==> config.mk <==
export PLATFORM = sky130hd
export DESIGN_NAME = flash_selfwrite
export DESIGN_NICKNAME = d
export VERILOG_FILES = /design/src/rtl/fsw_pkg.sv /design/src/rtl/fsw_unlock.sv /design/src/rtl/fsw_guard.sv /design/src/rtl/fsw_wbuf.sv /design/src/rtl/fsw_seq.sv /design/src/rtl/flash_selfwrite.sv
export SDC_FILE = /design/constraint.sdc
export NUM_CORES = 1
export LEC_CHECK = 0
export BUFFER_PORTS_ARGS = -buffer_cell sky130_fd_sc_hd__buf_2
export CAP_MARGIN = 40
export CORE_AREA = 2 2 134 136
export CTS_BUF_LIST = sky130_fd_sc_hd__clkbuf_4
export DETAILED_ROUTE_END_ITERATION = 16
export DIE_AREA = 0 0 136 138
export PLACE_DENSITY = 0.74
export SLEW_MARGIN = 15
export SYNTH_ARGS = -nofsm -noshare
export SYNTH_HDL_FRONTEND = slang
export SYNTH_HIERARCHICAL = 1
export SYNTH_SLANG_ARGS = --single-unit
export TNS_END_PERCENT = 20
==> constraint.sdc <==
create_clock -name clk -period 2.8 [get_ports clk]
set_input_delay 0.56 -clock clk [delete_from_list [all_inputs] [get_ports clk]]
set_output_delay 0.56 -clock clk [all_outputs]
set_load 0.05 [all_outputs]
==> src/rtl/fsw_pkg.sv <==
package fsw_pkg;

   localparam logic [7:0] KEY_FIRST  = 8'h55;
   localparam logic [7:0] KEY_SECOND = 8'hAA;

   typedef enum logic [1:0] {
      KEY_IDLE = 2'd0,
      KEY_HALF = 2'd1,
      KEY_OPEN = 2'd2
   } key_st_t;

   typedef enum logic [1:0] {
      SEQ_IDLE   = 2'd0,
      SEQ_SETUP  = 2'd1,
      SEQ_COMMIT = 2'd2
   } seq_st_t;

   typedef enum logic [1:0] {
      PROT_NONE    = 2'd0,
      PROT_QUARTER = 2'd1,
      PROT_HALF    = 2'd2,
      PROT_ALL     = 2'd3
   } prot_t;

endpackage

==> src/rtl/fsw_unlock.sv <==
module fsw_unlock
   import fsw_pkg::*;
(
   input  logic       clk,
   input  logic       rst_n,
   input  logic       busy,
   input  logic       key_we,
   input  logic [7:0] key_wdata,
   input  logic       consume,
   output logic       open
);

   key_st_t st_q, st_d;

   always_comb begin
      st_d = st_q;
      if (consume) begin
         st_d = KEY_IDLE;
      end else if (key_we && !busy) begin
         if (key_wdata == KEY_FIRST)
            st_d = KEY_HALF;
         else if (key_wdata == KEY_SECOND && st_q == KEY_HALF)
            st_d = KEY_OPEN;
         else
            st_d = KEY_IDLE;
      end
   end

   always_ff @(posedge clk or negedge rst_n) begin
      if (!rst_n) st_q <= KEY_IDLE;
      else        st_q <= st_d;
   end

   assign open = (st_q == KEY_OPEN);

endmodule

==> src/rtl/fsw_guard.sv <==
module fsw_guard
   import fsw_pkg::*;
#(
   parameter int ADDR_W = 8
) (
   input  logic [1:0]        prot_cfg,
   input  logic [ADDR_W-1:0] addr,
   output logic              blocked
);

   logic in_quarter;
   logic in_half;

   assign in_half    = (addr[ADDR_W-1] == 1'b0);
   assign in_quarter = (addr[ADDR_W-1 -: 2] == 2'b00);

   always_comb begin
      case (prot_t'(prot_cfg))
         PROT_NONE:    blocked = 1'b0;
         PROT_QUARTER: blocked = in_quarter;
         PROT_HALF:    blocked = in_half;
         default:      blocked = 1'b1;
      endcase
   end

endmodule

==> src/rtl/fsw_wbuf.sv <==
module fsw_wbuf #(
   parameter int DATA_W = 14,
   parameter int SLOT_W = 3
) (
   input  logic              clk,
   input  logic              rst_n,
   input  logic              wr_en,
   input  logic [SLOT_W-1:0] wr_slot,
   input  logic [DATA_W-1:0] wr_data,
   input  logic [SLOT_W-1:0] rd_slot,
   output logic [DATA_W-1:0] rd_data
);

   localparam int SLOTS = 1 << SLOT_W;

   logic [DATA_W-1:0] slot_word [SLOTS];

   for (genvar g = 0; g < SLOTS; g++) begin : g_slot
      logic [DATA_W-1:0] word_q;
      always_ff @(posedge clk or negedge rst_n) begin
         if (!rst_n)
            word_q <= '1;
         else if (wr_en && wr_slot == SLOT_W'(g))
            word_q <= wr_data;
      end
      assign slot_word[g] = word_q;
   end

   assign rd_data = slot_word[rd_slot];

endmodule

==> src/rtl/fsw_seq.sv <==
module fsw_seq
   import fsw_pkg::*;
#(
   parameter int SLOT_W       = 3,
   parameter int SETUP_CYCLES = 2,
   parameter int STALL_CYCLES = 20000
) (
   input  logic              clk,
   input  logic              rst_n,
   input  logic              start_ok,
   input  logic              last_slot,
   output logic              busy,
   output logic              buf_wr,
   output logic              done,
   output logic              stall,
   output logic              arr_erase,
   output logic              arr_we,
   output logic [SLOT_W-1:0] prog_idx
);

   localparam int SLOTS   = 1 << SLOT_W;
   localparam int CNT_MAX = (STALL_CYCLES > SETUP_CYCLES) ? STALL_CYCLES : SETUP_CYCLES;
   localparam int CNT_W   = $clog2(CNT_MAX + 1);

   seq_st_t          st_q;
   logic [CNT_W-1:0] cnt_q;
   logic [CNT_W-1:0] cnt_m1;
   logic             setup_end;
   logic             commit_end;

   assign setup_end  = (st_q == SEQ_SETUP)  && (cnt_q == CNT_W'(SETUP_CYCLES - 1));
   assign commit_end = (st_q == SEQ_COMMIT) && (cnt_q == CNT_W'(STALL_CYCLES - 1));

   always_ff @(posedge clk or negedge rst_n) begin
      if (!rst_n) begin
         st_q  <= SEQ_IDLE;
         cnt_q <= '0;
         done  <= 1'b0;
      end else begin
         done <= 1'b0;
         case (st_q)
            SEQ_IDLE: begin
               if (start_ok) begin
                  st_q  <= SEQ_SETUP;
                  cnt_q <= '0;
               end
            end
            SEQ_SETUP: begin
               if (setup_end) begin
                  cnt_q <= '0;
                  if (last_slot) begin
                     st_q <= SEQ_COMMIT;
                  end else begin
                     st_q <= SEQ_IDLE;
                     done <= 1'b1;
                  end
               end else begin
                  cnt_q <= cnt_q + CNT_W'(1);
               end
            end
            SEQ_COMMIT: begin
               if (commit_end) begin
                  st_q  <= SEQ_IDLE;
                  cnt_q <= '0;
                  done  <= 1'b1;
               end else begin
                  cnt_q <= cnt_q + CNT_W'(1);
               end
            end
            default: st_q <= SEQ_IDLE;
         endcase
      end
   end

   assign cnt_m1    = cnt_q - CNT_W'(1);
   assign busy      = (st_q != SEQ_IDLE);
   assign buf_wr    = setup_end;
   assign stall     = (st_q == SEQ_COMMIT);
   assign arr_erase = stall && (cnt_q == '0);
   assign arr_we    = stall && (cnt_q != '0) && (cnt_q <= CNT_W'(SLOTS));
   assign prog_idx  = cnt_m1[SLOT_W-1:0];

endmodule

==> src/rtl/flash_selfwrite.sv <==
module flash_selfwrite
   import fsw_pkg::*;
#(
   parameter int ADDR_W       = 8,
   parameter int DATA_W       = 14,
   parameter int SLOT_W       = 3,
   parameter int SETUP_CYCLES = 2,
   parameter int STALL_CYCLES = 20000
) (
   input  logic              clk,
   input  logic              rst_n,
   input  logic [1:0]        prot_cfg,
   input  logic              addr_we,
   input  logic [ADDR_W-1:0] addr_wdata,
   input  logic              data_we,
   input  logic [DATA_W-1:0] data_wdata,
   input  logic              key_we,
   input  logic [7:0]        key_wdata,
   input  logic              ctl_we,
   input  logic              ctl_pgm_sel,
   input  logic              ctl_start,
   output logic              wr_busy,
   output logic              done,
   output logic              err,
   output logic              stall,
   output logic              arr_erase,
   output logic              arr_we,
   output logic [ADDR_W-1:0] arr_addr,
   output logic [DATA_W-1:0] arr_wdata
);

   localparam int ROW_LSB = SLOT_W + 1;

   if (SLOT_W < 1) begin : g_bad_slot
      $error("SLOT_W must be at least 1");
   end
   if (ADDR_W < SLOT_W + 3) begin : g_bad_addr
      $error("ADDR_W too small for quarter-aligned protection of an erase row");
   end
   if (SETUP_CYCLES < 1) begin : g_bad_setup
      $error("SETUP_CYCLES must be at least 1");
   end
   if (STALL_CYCLES < (1 << SLOT_W) + 2) begin : g_bad_stall
      $error("STALL_CYCLES must cover erase and every program strobe");
   end

   logic [ADDR_W-1:0] addr_q;
   logic [DATA_W-1:0] data_q;
   logic              err_q;
   logic              key_open;
   logic              blocked;
   logic              start_req;
   logic              start_ok;
   logic              busy;
   logic              buf_wr;
   logic [SLOT_W-1:0] prog_idx;
   logic [DATA_W-1:0] buf_rd;

   assign start_req = ctl_we && ctl_start && !busy;
   assign start_ok  = start_req && ctl_pgm_sel && key_open && !blocked;

   always_ff @(posedge clk or negedge rst_n) begin
      if (!rst_n) begin
         addr_q <= '0;
         data_q <= '0;
         err_q  <= 1'b0;
      end else begin
         if (addr_we && !busy) addr_q <= addr_wdata;
         if (data_we && !busy) data_q <= data_wdata;
         if (start_ok)       err_q <= 1'b0;
         else if (start_req) err_q <= 1'b1;
      end
   end

   fsw_unlock u_unlock (
      .clk       (clk),
      .rst_n     (rst_n),
      .busy      (busy),
      .key_we    (key_we),
      .key_wdata (key_wdata),
      .consume   (start_req),
      .open      (key_open)
   );

   fsw_guard #(.ADDR_W(ADDR_W)) u_guard (
      .prot_cfg (prot_cfg),
      .addr     (addr_q),
      .blocked  (blocked)
   );

   fsw_wbuf #(.DATA_W(DATA_W), .SLOT_W(SLOT_W)) u_wbuf (
      .clk     (clk),
      .rst_n   (rst_n),
      .wr_en   (buf_wr),
      .wr_slot (addr_q[SLOT_W-1:0]),
      .wr_data (data_q),
      .rd_slot (prog_idx),
      .rd_data (buf_rd)
   );

   fsw_seq #(
      .SLOT_W       (SLOT_W),
      .SETUP_CYCLES (SETUP_CYCLES),
      .STALL_CYCLES (STALL_CYCLES)
   ) u_seq (
      .clk       (clk),
      .rst_n     (rst_n),
      .start_ok  (start_ok),
      .last_slot (&addr_q[SLOT_W-1:0]),
      .busy      (busy),
      .buf_wr    (buf_wr),
      .done      (done),
      .stall     (stall),
      .arr_erase (arr_erase),
      .arr_we    (arr_we),
      .prog_idx  (prog_idx)
   );

   always_comb begin
      if (arr_erase)
         arr_addr = {addr_q[ADDR_W-1:ROW_LSB], {ROW_LSB{1'b0}}};
      else
         arr_addr = {addr_q[ADDR_W-1:SLOT_W], prog_idx};
   end

   assign arr_wdata = buf_rd;
   assign wr_busy   = busy;
   assign err       = err_q;

endmodule

## Word level (Yosys, flattened, before mapping)

Cells that the tools add are included.
W data, S select, Z words.

| word-level totals | value |
|---|---|
| flip-flop bits (word level) | 155 |
| input bits | 40 |

| operators by class | value |
|---|---|
| equal/unequal tests | 20 |
| bitwise operators | 2 |
| reductions and logical operators | 37 |
| $lt $le $gt $ge | 2 |
| add/sub/neg operators | 2 |
| mux-type cells | 24 |

Operators with widths:

| operator | count |
|---|---|
| $mux W15 | 3 |
| $pmux W15 S3 | 1 |
| $bmux W14 S3 | 1 |
| $mux W14 | 2 |
| $logic_and A1 B1 Y1 | 22 |
| $mux W2 | 8 |
| $add A15 B1 Y15 const B | 1 |
| $eq A15 B1 Y1 const B | 1 |
| $eq A15 B15 Y1 const B | 1 |
| $le A15 B4 Y1 const B | 1 |
| $logic_not A15 Y1 | 1 |
| $reduce_bool A15 Y1 | 1 |
| $eq A3 B3 Y1 const B | 4 |
| $eq A8 B7 Y1 const B | 1 |
| $eq A8 B8 Y1 const B | 1 |
| $eq A2 B1 Y1 const B | 3 |
| $eq A2 B2 Y1 const B | 3 |
| $eq A3 B2 Y1 const B | 2 |
| $logic_not A2 Y1 | 3 |
| $ne A2 B2 Y1 const B | 3 |
| $pmux W2 S3 | 1 |
| $reduce_and A3 Y1 | 2 |
| $reduce_bool A2 Y1 | 3 |
| $mux W1 | 5 |
| other kinds (12) | 13 |

## Depth between registers and ports, before layout

Gate-level depths: netlist of the first run.

| depth | value |
|---|---|
| depth in word-level cells | 8 |
| depth in mapped cells | 9 |

## Hierarchy

Netlist of the first run, hierarchy kept.

By module, submodules not included:

| module | times used | area an instance (um2) | cells each |
|---|---|---|---|
| fsw_wbuf | 1 | 5306.3 | 292 |
| fsw_seq | 1 | 1164.9 | 133 |
| flash_selfwrite | 1 | 998.5 | 64 |
| fsw_unlock | 1 | 153.9 | 14 |
| fsw_guard | 1 | 18.8 | 3 |

## Worst setup path before layout of the first run

OpenSTA, ideal clock, no wires.

| path | value |
|---|---|
| path kind | register to output |
| start | register u_seq.st_q[0] |
| end | output port arr_addr[0] |
| setup slack | -1.059 ns |
| arrival | 3.299 ns |
| cell stages (with the launch flop) | 7 |
| cell sequence | dfrtp_1 > inv_1 > ha_1 > nor2b_1 > nand4_1 > nor3b_1 > nor2b_1 |

| on the way | value |
|---|---|
| word-level cells in the longest chain between the ends | 3 |

RTL lines:

| what | line | RTL |
|---|---|---|
| from (decl) | fsw_seq.sv:25 | `seq_st_t st_q;` |
| from (signal assigned) | fsw_seq.sv:36 | `st_q <= SEQ_IDLE;` |
| from (signal assigned) | fsw_seq.sv:44 | `st_q <= SEQ_SETUP;` |
| from (signal assigned) | fsw_seq.sv:52 | `st_q <= SEQ_COMMIT;` |
| $eq A2 B2 Y1 | fsw_seq.sv:78 | `assign stall = (st_q == SEQ_COMMIT);` |
| via stall | flash_selfwrite.sv:25 | `output logic stall,` |
| $logic_and A1 B1 Y1 | fsw_seq.sv:79 | `assign arr_erase = stall && (cnt_q == '0);` |
| via arr_erase | flash_selfwrite.sv:26 | `output logic arr_erase,` |
| $mux W4 | flash_selfwrite.sv:120 | `if (arr_erase)` |
| to (decl) | flash_selfwrite.sv:28 | `output logic [ADDR_W-1:0] arr_addr,` |

The timed path passes the listed nets, and every way through them passes these cells.

## Worst setup path in the final report of the first run

| path | value |
|---|---|
| start | register u_seq.cnt_q[0] |
| end | output port arr_wdata[10] |

| on the way | value |
|---|---|
| word-level cells in the longest chain between the ends | 5 |

RTL lines:

| what | line | RTL |
|---|---|---|
| from (decl) | fsw_seq.sv:26 | `logic [CNT_W-1:0] cnt_q;` |
| from (signal assigned) | fsw_seq.sv:58 | `cnt_q <= cnt_q + CNT_W'(1);` |
| from (signal assigned) | fsw_seq.sv:67 | `cnt_q <= cnt_q + CNT_W'(1);` |
| $sub A3 B1 Y3 | fsw_seq.sv:75 | `assign cnt_m1 = cnt_q - CNT_W'(1);` |
| via prog_idx[0] | flash_selfwrite.sv:56 | `logic [SLOT_W-1:0] prog_idx;` |
| $not A3 Y4 (implied by the code) | fsw_wbuf.sv:29 | `assign rd_data = slot_word[rd_slot];` |
| $bmux W14 S3 | fsw_wbuf.sv:29 |  |
| $mux W14 (implied by the code) (2 in series) | fsw_wbuf.sv:29 |  |
| to (decl) | flash_selfwrite.sv:29 | `output logic [DATA_W-1:0] arr_wdata` |

The timed path passes the listed nets, and every way through them passes these cells. The select of a mux whose other input is x is not followed.

==> results of run 1 <==
-- per-layer routing --
| layer | wire length (um) | vias up | GRT usage [%] |
|---|---|---|---|
| met1 | 7760 | 2458 | 26.3 |
| li1 | - | 2080 | - |
| met3 | 967 | 14 | 4.36 |
| met5 | 0 | - | 0 |
| met2 | 8980 | 121 | 32.5 |
| met4 | 214 | 0 | 5.04 |
-- Yosys cell counts, drive strengths merged, types with 5 or more instances --
cell	instances	area, um^2
mux4	28	724
o21ai	6	30.0
nor3	5	25.0
nor2	16	62.6
nand2	12	45.0
nor2b	10	62.6
nand4	6	37.5
ha	7	87.6
nand3	6	30.0
buf	24	181
a31oi	9	56.3
dfrtp	43	1080
mux2	150	1740
dfstp	112	2940
clkbuf	5	18.8
inv	10	37.5
xnor2	7	61.3
-- logic make-up after synthesis --
logic type | synth area share (%)
AOI/OAI and AO/OA | 2.32
xor gates and xnor gates | 0.917
adders and majority gates | 1.15
buffers and inverters | 3.11
DFF | 52.6
muxes | 32.4
and+or+nand+nor | 7.56
-- flip-flops by register name, indices dropped and copies added, names as in the netlist --
signal,cells
addr_q,8
data_q,14
err,1
u_seq/cnt_q,15
u_seq/done,1
u_seq/st_q,2
u_unlock/st_q,2
u_wbuf/g_slot.word_q,112
-- through the flow --
step	TNS [ps]	setup WS (ps)	hold slack (ps)	total power, mW
2_1_floorplan	0	69.9	264	2.37
3_3_place_gp	0	265	490	2.46
3_5_place_dp	0	175	500	2.47
4_1_cts	-2960	-204	191	3.83
5_1_grt	-5420	-321	181	3.95
6_report	-2970	-205	240	3.78
-- critical path, stage by stage, from the launching register on --
cell and delay, ps:
sky130_fd_sc_hd__dfrtp_1 420, sky130_fd_sc_hd__inv_2 100, sky130_fd_sc_hd__ha_4 160, sky130_fd_sc_hd__xor2_4 170, sky130_fd_sc_hd__buf_6 160, sky130_fd_sc_hd__buf_16 140, sky130_fd_sc_hd__mux4_2 300, sky130_fd_sc_hd__mux2_4 300
sky130_fd_sc_hd__buf_8 150
-- path summary, 6_finish.rpt --
path	to	slack, ps	cells past startpoint
setup reg to reg	u_wbuf/g_slot[4].word_q[2]$_DFFE_PN1P_	130	9
hold / removal	data_q[9]$_DFFE_PN0P_	240	2
setup / recovery	arr_wdata[10]	-210	8
hold reg to reg	err$_DFFE_PN0P_	520	1
max in group asynchronous	u_wbuf/g_slot[5].word_q[1]$_DFFE_PN1P_	1380	3
min in group asynchronous	u_unlock/st_q[1]$_DFFE_PN0P_	550	2
-- cell type report --
class                      count  area share [%]
sequential                   155            44.0
inverter                      10           0.411
clock inverter                14            1.60
multi-input combinational    312            38.2
clock buffer                  17            1.40
antenna                        1          0.0274
tap                          229            3.14
timing repair buffer         104            11.2
-- power by group through the flow --
stage	logic, mW	clock network [mW]	registers [mW]
global placement	0.127	0	2.33
global route	0.146	1.50	2.31
finish	0.131	1.35	2.30
floorplan	0.0457	0	2.32
detailed placement	0.132	0	2.34
CTS	0.134	1.39	2.30
-- what timing repair did --
item | CTS | global route
cloned | 7 | 0
setup buffers | 9 | 1
pin swaps | 3 | 0
hold buffers | 1 | 0
hold endpoints to repair | 12 | 0
endpoints found under the setup margin | 19 | 48
gates resized for setup | 77 | 10
==> results.py, run 1 <==
metrics = {
    "outcome": {
        "status": "complete, but fails checks",
        "violations": "negative setup slack",
    },
    "placed_design": {
        "detailedPlacementHpwl_um": 10100,
        "gp_routability_congestion": 0.831,
        "place_area_um2": 8350,
        "portBuffers": 67,
        "place.detailed.instances": 792,
    },
    "timing": {
        "setup_violations": 19,
        "worst_slew_pin_slew_ps": 675,
        "worst_case_clock_skew_ps": 15.1,
        "achievable-frequency_ghz": 0.333,
        "post_route_worst_setup_slack_ps": -205,
        "max-slew-margin-rel_pct": 55.0,
        "period_share_pct": 107,
        "rsz0062_at_grt": "true",
        "hold_vio_cnt_final": 0,
        "finalWorstPathRequiredPeriod_ps": 3010,
        "finalMaxSlewViolations": 0,
    },
    "cells_and_area": {
        "layout.core_utilization_pct": 52.1,
        "synthToLayoutAreaGrowth_pct": 19.5,
        "drive_above_1_share_pct": 70.1,
        "instances_no_fill": 842,
        "mostFrequentLayoutCell": "sky130_fd_sc_hd__mux2_2",
        "nFillCells": 1474,
        "postLayoutCellArea_um2": 9140,
        "most-common-layout-cells": "sky130_fd_sc_hd__mux2_2 (126), sky130_fd_sc_hd__dfstp_2 (112), sky130_fd_sc_hd__buf_2 (47)",
        "sequential_cell_area_um2": 4020,
        "area_used_by_multi_input_combinational_logic_um2": 3490,
        "num-nets-final": 647,
    },
    "power": {
        "clock_power_share_pct": 35.7,
        "p_leak_nw": 4.01,
        "ir_drop_mv": 0.346,
        "power-per-cell-area_nw_per_um2": 414,
        "switching_share_pct": 24.7,
        "internal_power_mw": 2.85,
        "power.combinational.fraction_pct": 3.5,
        "p_switching_mw": 0.933,
        "seq_power_share_pct": 60.9,
    },
    "global_routing": {
        "grt_max_degree": 64,
        "grt_pass1_vias": 4971,
        "grt_util_all_layers_pct": 19.7,
        "globalRouteOverflowTotal": 0,
        "grt_pass1_wl_um": 28100,
        "antenna_found_initial": 1,
    },
    "drt": {
        "detail_route.vias_per_cell": 5.55,
        "totalWireLength_um": 17900,
        "drt_iter0_drc": 238,
        "vias_post_dr": 4673,
        "drc": 0,
        "drtPass1Iterations": 5,
        "antenna_violating_nets_left": 0,
        "detail_routed_net_length_per_standard_cell_um": 21.3,
    },
    "floorplanning": {
        "rows": 49,
        "initial_core_util_pct": 43.6,
        "boundaryPins": 68,
        "fp.dieW_um": 136,
        "core-area_um2": 17500,
        "area_of_the_die_um2": 18800,
        "chip_height_um": 138,
    },
    "logic_synthesis": {
        "postSynthAreaPerCell_um2": 15.1,
        "postSynth.topFlopCell": "sky130_fd_sc_hd__dfstp_2",
        "number_of_flops_mapped_to_enable_cells_by_yosys": 0,
        "postSynthNetCount": 553,
        "postSynth.asyncResetShare_pct": 100,
        "syn-instance-count": 506,
        "seq_area_frac_synth_pct": 52.6,
        "synth-seq-cells": 155,
        "ys_types": 51,
        "ys.warnings.count": 6,
        "netlist_area_um2": 7640,
    },
    "clock_tree": {
        "clock_sink_count": 155,
        "cts_max_path_buffers": 2,
        "htree_num_levels": 4,
        "number_of_cts_inserted_buffers": 17,
        "worstSkewPairLatency_ps": 540,
        "clock_root_buffer": "sky130_fd_sc_hd__clkbuf_4",
        "path_clk_slew_ps": 140,
        "tritoncts": "done",
    },
    "setup_path": {
        "startpoint": "u_seq/cnt_q[0]$_DFFE_PN0P_",
        "timing.critical_path.to_type": "primary output",
        "worst-setup-path-type": "reg -> out",
        "cp.arrival_ps": 2450,
        "worstReg2RegStart": "u_seq/cnt_q[1]$_DFFE_PN0P_",
        "worst-path-max-fanout": 7,
        "start_kind": "register",
        "timing.critical_path.required_ps": 2240,
    },
    "flow_run": {
        "drv_cap": 0,
    },
    "hold_path": {
        "hold_path.class": "in -> reg",
        "worstHoldStart": "data_wdata[9]",
    },
}
(Power assumes the default switching activity.)
==> run 2, diff against run 1 <==
- SKIP_CTS_REPAIR_TIMING: unset -> 1
==> run 2 against run 1 <==
Clock power is essentially flat. Sequential power is essentially flat. Non-clock buffer count fell by 10. Register-to-register slack about the same. Power is 0.38% lower. Die area unchanged. Design area is 2.6% lower. The run still ends with negative setup slack left. Via count down 1.3%. Critical path depth down 1. Largest power group unchanged. First-iteration DRC count fell by 0.84%. Critical path type unchanged. Global-route usage fell by 2.0 points.
==> results.py, run 2 (synthesis gave the netlist of run 1 again) <==
metrics = {
    "hold_path": {
        "worstHoldStart": "data_wdata[9]",
        "whs_path_depth": 2,
        "holdPathEnd": "data_q[9]$_DFFE_PN0P_",
        "hold_path.class": "in -> reg",
    },
    "placed_design": {
        "gp_routability_congestion": 0.831,
        "pre_cts_ws_ps": 175,
        "place_area_um2": 8350,
        "portBuffers": 67,
        "detailedPlacementHpwl_um": 10100,
    },
    "clock_tree": {
        "tritoncts": "done",
        "number_of_cts_inserted_buffers": 17,
        "clock_sink_count": 155,
        "cts_max_path_buffers": 2,
        "worstSkewPairLatency_ps": 530,
        "path_clk_slew_ps": 140,
        "clock_root_buffer": "sky130_fd_sc_hd__clkbuf_4",
        "htree_num_levels": 4,
    },
    "setup_path": {
        "slowest_stage": "sky130_fd_sc_hd__dfrtp_1",
        "timing.reg2reg.setup_slack_ps": 140,
        "slowest_delay_ps": 420,
        "r2r_end": "u_wbuf/g_slot[4].word_q[0]$_DFFE_PN1P_",
        "path_buf_inv": 3,
        "startpoint": "u_seq/cnt_q[1]$_DFFE_PN0P_",
        "worst-setup-path-type": "reg -> out",
        "path_delay_family": "multiplexers",
        "cp.arrival_ps": 2540,
        "worstReg2RegStart": "u_seq/cnt_q[1]$_DFFE_PN0P_",
        "worst-path-max-fanout": 7,
        "crit_chain": "inv_2 > ha_4 > xor2_4 > clkbuf_16 > mux4_1 > mux2_2 > buf_6",
        "timing.critical_path.required_ps": 2240,
        "timing.critical_path.to_type": "primary output",
        "start_kind": "register",
        "r2r_cells": 8,
    },
    "cells_and_area": {
        "area_used_by_multi_input_combinational_logic_um2": 3510,
        "largest_register_ff_count": 112,
        "mostFrequentLayoutCell": "sky130_fd_sc_hd__mux2_2",
        "sequential_cell_area_um2": 4020,
        "nFillCells": 1501,
        "registers.top_by_ff_count": "u_wbuf/g_slot.word_q",
        "most-common-layout-cells": "sky130_fd_sc_hd__mux2_2 (131), sky130_fd_sc_hd__dfstp_2 (112), sky130_fd_sc_hd__buf_2 (50)",
        "drive_above_1_share_pct": 68.9,
        "num-nets-final": 637,
        "postLayoutCellArea_um2": 8900,
        "synthToLayoutAreaGrowth_pct": 16.5,
        "top_regs": "u_wbuf/g_slot.word_q x112, u_seq/cnt_q x15, data_q x14",
    },
    "timing": {
        "worst_case_clock_skew_ps": 14.5,
        "max-slew-margin-rel_pct": 56.9,
        "rsz0062_at_grt": "true",
        "hold_vio_cnt_final": 0,
        "post_route_worst_setup_slack_ps": -296,
        "finalWorstPathRequiredPeriod_ps": 3100,
        "worst_slew_pin_slew_ps": 646,
        "period_share_pct": 111,
        "finalMaxSlewViolations": 0,
        "setup_violations": 16,
        "achievable-frequency_ghz": 0.323,
    },
    "drt": {
        "drc": 0,
        "detail_routed_net_length_per_standard_cell_um": 20.0,
        "drtPass1Iterations": 4,
        "detail_route.vias_per_cell": 5.54,
        "drt_iter0_drc": 236,
        "antenna_violating_nets_left": 0,
        "totalWireLength_um": 16600,
        "vias_post_dr": 4610,
    },
    "floorplanning": {
        "boundaryPins": 68,
        "initial_core_util_pct": 43.6,
        "fp.dieW_um": 136,
        "core-area_um2": 17500,
        "chip_height_um": 138,
        "area_of_the_die_um2": 18800,
        "rows": 49,
    },
    "global_routing": {
        "grt_pass1_wl_um": 25600,
        "antenna_found_initial": 1,
        "globalRouteOverflowTotal": 0,
        "grt_util_all_layers_pct": 17.7,
        "grt_pass1_vias": 4788,
        "grt_max_degree": 64,
    },
    "power": {
        "power-per-cell-area_nw_per_um2": 423,
        "ir_drop_mv": 0.338,
        "p_leak_nw": 3.91,
    },
    "outcome": {
        "status": "complete, but fails checks",
        "violations": "negative setup slack",
    },
    "flow_run": {
        "drv_cap": 0,
    },
}
[run 2: report_power, final]
group          total (mW)  internal [mW]  switching, mW
Clock                1.34          0.531          0.804
Sequential           2.30           2.26         0.0360
Combinational       0.131         0.0541         0.0772
[run 2: per-stage QoR]
stage	cells	hold WS, ps	util, %	power (mW)	TNS, ps
finish	832	244	50.8	3.77	-3910
global route	832	180	50.8	3.95	-6290
CTS	823	-37.8	49.2	3.83	-6610
detailed placement	792	500	47.6	2.47	0
global placement	791	490	47.6	2.46	0
floorplan	506	264	-	2.37	0
[run 2: layout make-up]
| class | count | area share, % |
|---|---|---|
| Inverter | 10 | 0.422 |
| Sequential cell | 155 | 45.2 |
| Timing Repair Buffer | 94 | 8.60 |
| Tap cell | 229 | 3.22 |
| Antenna cell | 1 | 0.0281 |
| Clock buffer | 17 | 1.43 |
| Multi-Input combinational cell | 312 | 39.4 |
| Clock inverter | 14 | 1.64 |
[run 2: worst max-delay path by stage]
stage / to / slack [ps] / cells past startpoint
after floorplan: arr_addr[0] / 70 / 6
after global placement: arr_wdata[2] / 260 / 7
after detailed placement: arr_wdata[2] / 170 / 7
after CTS: arr_wdata[2] / -440 / 7
after global routing: arr_wdata[5] / -410 / 7
final: arr_wdata[8] / -300 / 7
[run 2: metal layers]
layer | vias to the layer above | part of all wire, % | track usage [%]
met1 | 2406 | 44 | 23.7
met5 | - | 0 | 0
met3 | 14 | 5.8 | 4.29
li1 | 2071 | - | -
met4 | 0 | 0.82 | 3.84
met2 | 119 | 49 | 29.1
==> run 3, diff against run 2 <==
- ABC_CLOCK_PERIOD_IN_PS: unset -> 2800
- CELL_PAD_IN_SITES_DETAIL_PLACEMENT: unset -> 0
- CELL_PAD_IN_SITES_GLOBAL_PLACEMENT: unset -> 1
- PLACE_DENSITY: 0.74 -> 0.84
==> run 3 against run 2 <==
Hold slack got worse by 31 ps. Sequential share of layout area fell by 0.52 points. The flow still finishes with violations (negative setup slack). Largest cell class unchanged. Critical endpoint is now arr_wdata[12]. Largest power group unchanged. Maximum frequency up 3.0%. Clock-buffer cell count increased by 1. Die area is the same. Core utilization rose by 0.54 points.
==> results.py, run 3 (synthesis gave the netlist of run 1 again) <==
metrics = {
    "cells_and_area": {
        "nFillCells": 1521,
        "synthToLayoutAreaGrowth_pct": 17.7,
        "largest_register_ff_count": 112,
        "registers.top_by_ff_count": "u_wbuf/g_slot.word_q",
        "layout.core_utilization_pct": 51.3,
        "num-nets-final": 641,
        "area_used_by_multi_input_combinational_logic_um2": 3490,
        "instances_no_fill": 836,
        "drive_above_1_share_pct": 69.2,
        "sequential_cell_area_um2": 4020,
        "top_regs": "u_wbuf/g_slot.word_q x112, u_seq/cnt_q x15, data_q x14",
        "postLayoutCellArea_um2": 8990,
        "antenna_cells": 0,
        "mostFrequentLayoutCell": "sky130_fd_sc_hd__mux2_2",
        "most-common-layout-cells": "sky130_fd_sc_hd__mux2_2 (130), sky130_fd_sc_hd__dfstp_2 (112), sky130_fd_sc_hd__buf_2 (50)",
    },
    "timing": {
        "worst_slew_pin_slew_ps": 469,
        "achievable-frequency_ghz": 0.333,
        "setup_tns_ps": -2760,
        "hold_vio_cnt_final": 0,
        "finalMaxSlewViolations": 0,
        "worst_case_clock_skew_ps": 25.3,
        "finalWorstPathRequiredPeriod_ps": 3010,
        "max-slew-margin-rel_pct": 67.8,
        "setup_violations": 19,
        "period_share_pct": 107,
        "rsz0062_at_grt": "true",
        "post_route_worst_setup_slack_ps": -207,
    },
    "placed_design": {
        "portBuffers": 67,
        "detailedPlacementHpwl_um": 10200,
        "gp_routability_congestion": 0.778,
        "place_area_um2": 8420,
        "place.detailed.instances": 797,
    },
    "global_routing": {
        "grt_pass1_vias": 4740,
        "antenna_found_initial": 0,
        "grt_max_degree": 54,
        "globalRouteOverflowTotal": 0,
        "grt_util_all_layers_pct": 17.6,
        "grt_pass1_wl_um": 25400,
    },
    "setup_path": {
        "startpoint": "u_seq/cnt_q[0]$_DFFE_PN0P_",
        "cp.arrival_ps": 2450,
        "r2r_cells": 9,
        "worst-setup-path-type": "reg -> out",
        "worstReg2RegStart": "u_seq/cnt_q[1]$_DFFE_PN0P_",
        "timing.critical_path.to_type": "primary output",
        "r2r_end": "u_wbuf/g_slot[2].word_q[3]$_DFFE_PN1P_",
        "setup.worst_path.end": "arr_wdata[12]",
        "timing.reg2reg.setup_slack_ps": 230,
        "worst-path-max-fanout": 6,
        "start_kind": "register",
        "timing.critical_path.required_ps": 2240,
    },
    "clock_tree": {
        "cts_max_path_buffers": 2,
        "number_of_cts_inserted_buffers": 17,
        "clock_sink_count": 155,
        "path_clk_slew_ps": 150,
        "clock_root_buffer": "sky130_fd_sc_hd__clkbuf_4",
        "worstSkewPairLatency_ps": 560,
        "tritoncts": "done",
        "htree_num_levels": 4,
    },
    "floorplanning": {
        "rows": 49,
        "area_of_the_die_um2": 18800,
        "fp.dieW_um": 136,
        "core-area_um2": 17500,
        "boundaryPins": 68,
        "chip_height_um": 138,
        "initial_core_util_pct": 43.6,
    },
    "power": {
        "power-per-cell-area_nw_per_um2": 436,
        "ir_drop_mv": 0.382,
        "p_leak_nw": 3.96,
        "report.power.total_mw": 3.92,
    },
    "drt": {
        "drt_iter0_drc": 230,
        "detail_route.vias_per_cell": 5.48,
        "detail_routed_net_length_per_standard_cell_um": 19.5,
        "totalWireLength_um": 16300,
        "drtPass1Iterations": 4,
        "antenna_violating_nets_left": 0,
        "drc": 0,
        "vias_post_dr": 4582,
    },
    "flow_run": {
        "drv_cap": 0,
    },
    "outcome": {
        "violations": "negative setup slack",
        "status": "complete, but fails checks",
    },
    "hold_path": {
        "hold_path.class": "in -> reg",
        "whs_path_depth": 2,
    },
}
## run 3: cell types whose count changed in the layout (fill, tap and decap cells not counted), sizes merged
| cell | before | now |
|---|---|---|
| buf | 91 | 94 |
| clkinvlp | 1 | 2 |
| bufinv | 2 | 3 |
| diode | 1 | 0 |
| clkbuf | 19 | 21 |
| clkinv | 8 | 4 |
| inv | 13 | 15 |
## run 3: routing by layer
| metal | share of wire, % | up-vias | GRT usage [%] |
|---|---|---|---|
| li1 | - | 2076 | - |
| met1 | 45 | 2398 | 23.0 |
| met2 | 50 | 92 | 29.2 |
| met3 | 3.5 | 16 | 3.78 |
| met4 | 1.6 | 0 | 5.65 |
| met5 | 0 | - | 0 |
## run 3: critical path: stages, from the launching register on
cell                        delay (ps)
sky130_fd_sc_hd__dfrtp_1           410
sky130_fd_sc_hd__inv_2             110
sky130_fd_sc_hd__ha_4              170
sky130_fd_sc_hd__xor2_4            170
sky130_fd_sc_hd__buf_12            150
sky130_fd_sc_hd__clkbuf_16         150
sky130_fd_sc_hd__mux4_1            290
sky130_fd_sc_hd__mux2_2            290
sky130_fd_sc_hd__buf_6             150
## run 3: layout make-up
cell class                 instances  share of cell area [%]
clock buffer                      18                    1.50
clock inverter                    14                    2.06
inverter                          10                   0.417
multi-input combinational        312                    38.8
sequential                       155                    44.7
tap                              229                    3.19
timing repair buffer              98                    9.35
## run 3: where the power goes
part	switching (mW)	leakage (nW)	internal (mW)
Combinational	0.0756	2.08	0.0550
Clock	0.841	0.167	0.651
Sequential	0.0346	1.70	2.26
Total	0.951	3.96	2.97
## run 3: how the worst min path moves through the flow
| stage | start | to |
|---|---|---|
| after floorplan | rst_n | addr_q[0]$_DFFE_PN0P_ |
| after global placement | addr_q[4]$_DFFE_PN0P_ | addr_q[4]$_DFFE_PN0P_ |
| after detailed placement | addr_q[3]$_DFFE_PN0P_ | addr_q[3]$_DFFE_PN0P_ |
| after CTS | rst_n | addr_q[7]$_DFFE_PN0P_ |
| after global routing | data_wdata[2] | data_q[2]$_DFFE_PN0P_ |
| final | data_wdata[5] | data_q[5]$_DFFE_PN0P_ |
## run 3: metrics by stage
stage | hold WS [ps] | setup slack (ps)
final | 213 | -207
after global routing | 158 | -320
after CTS | -88.5 | -436
after detailed placement | 492 | 224
after global placement | 484 | 248
after floorplan | 264 | 69.9
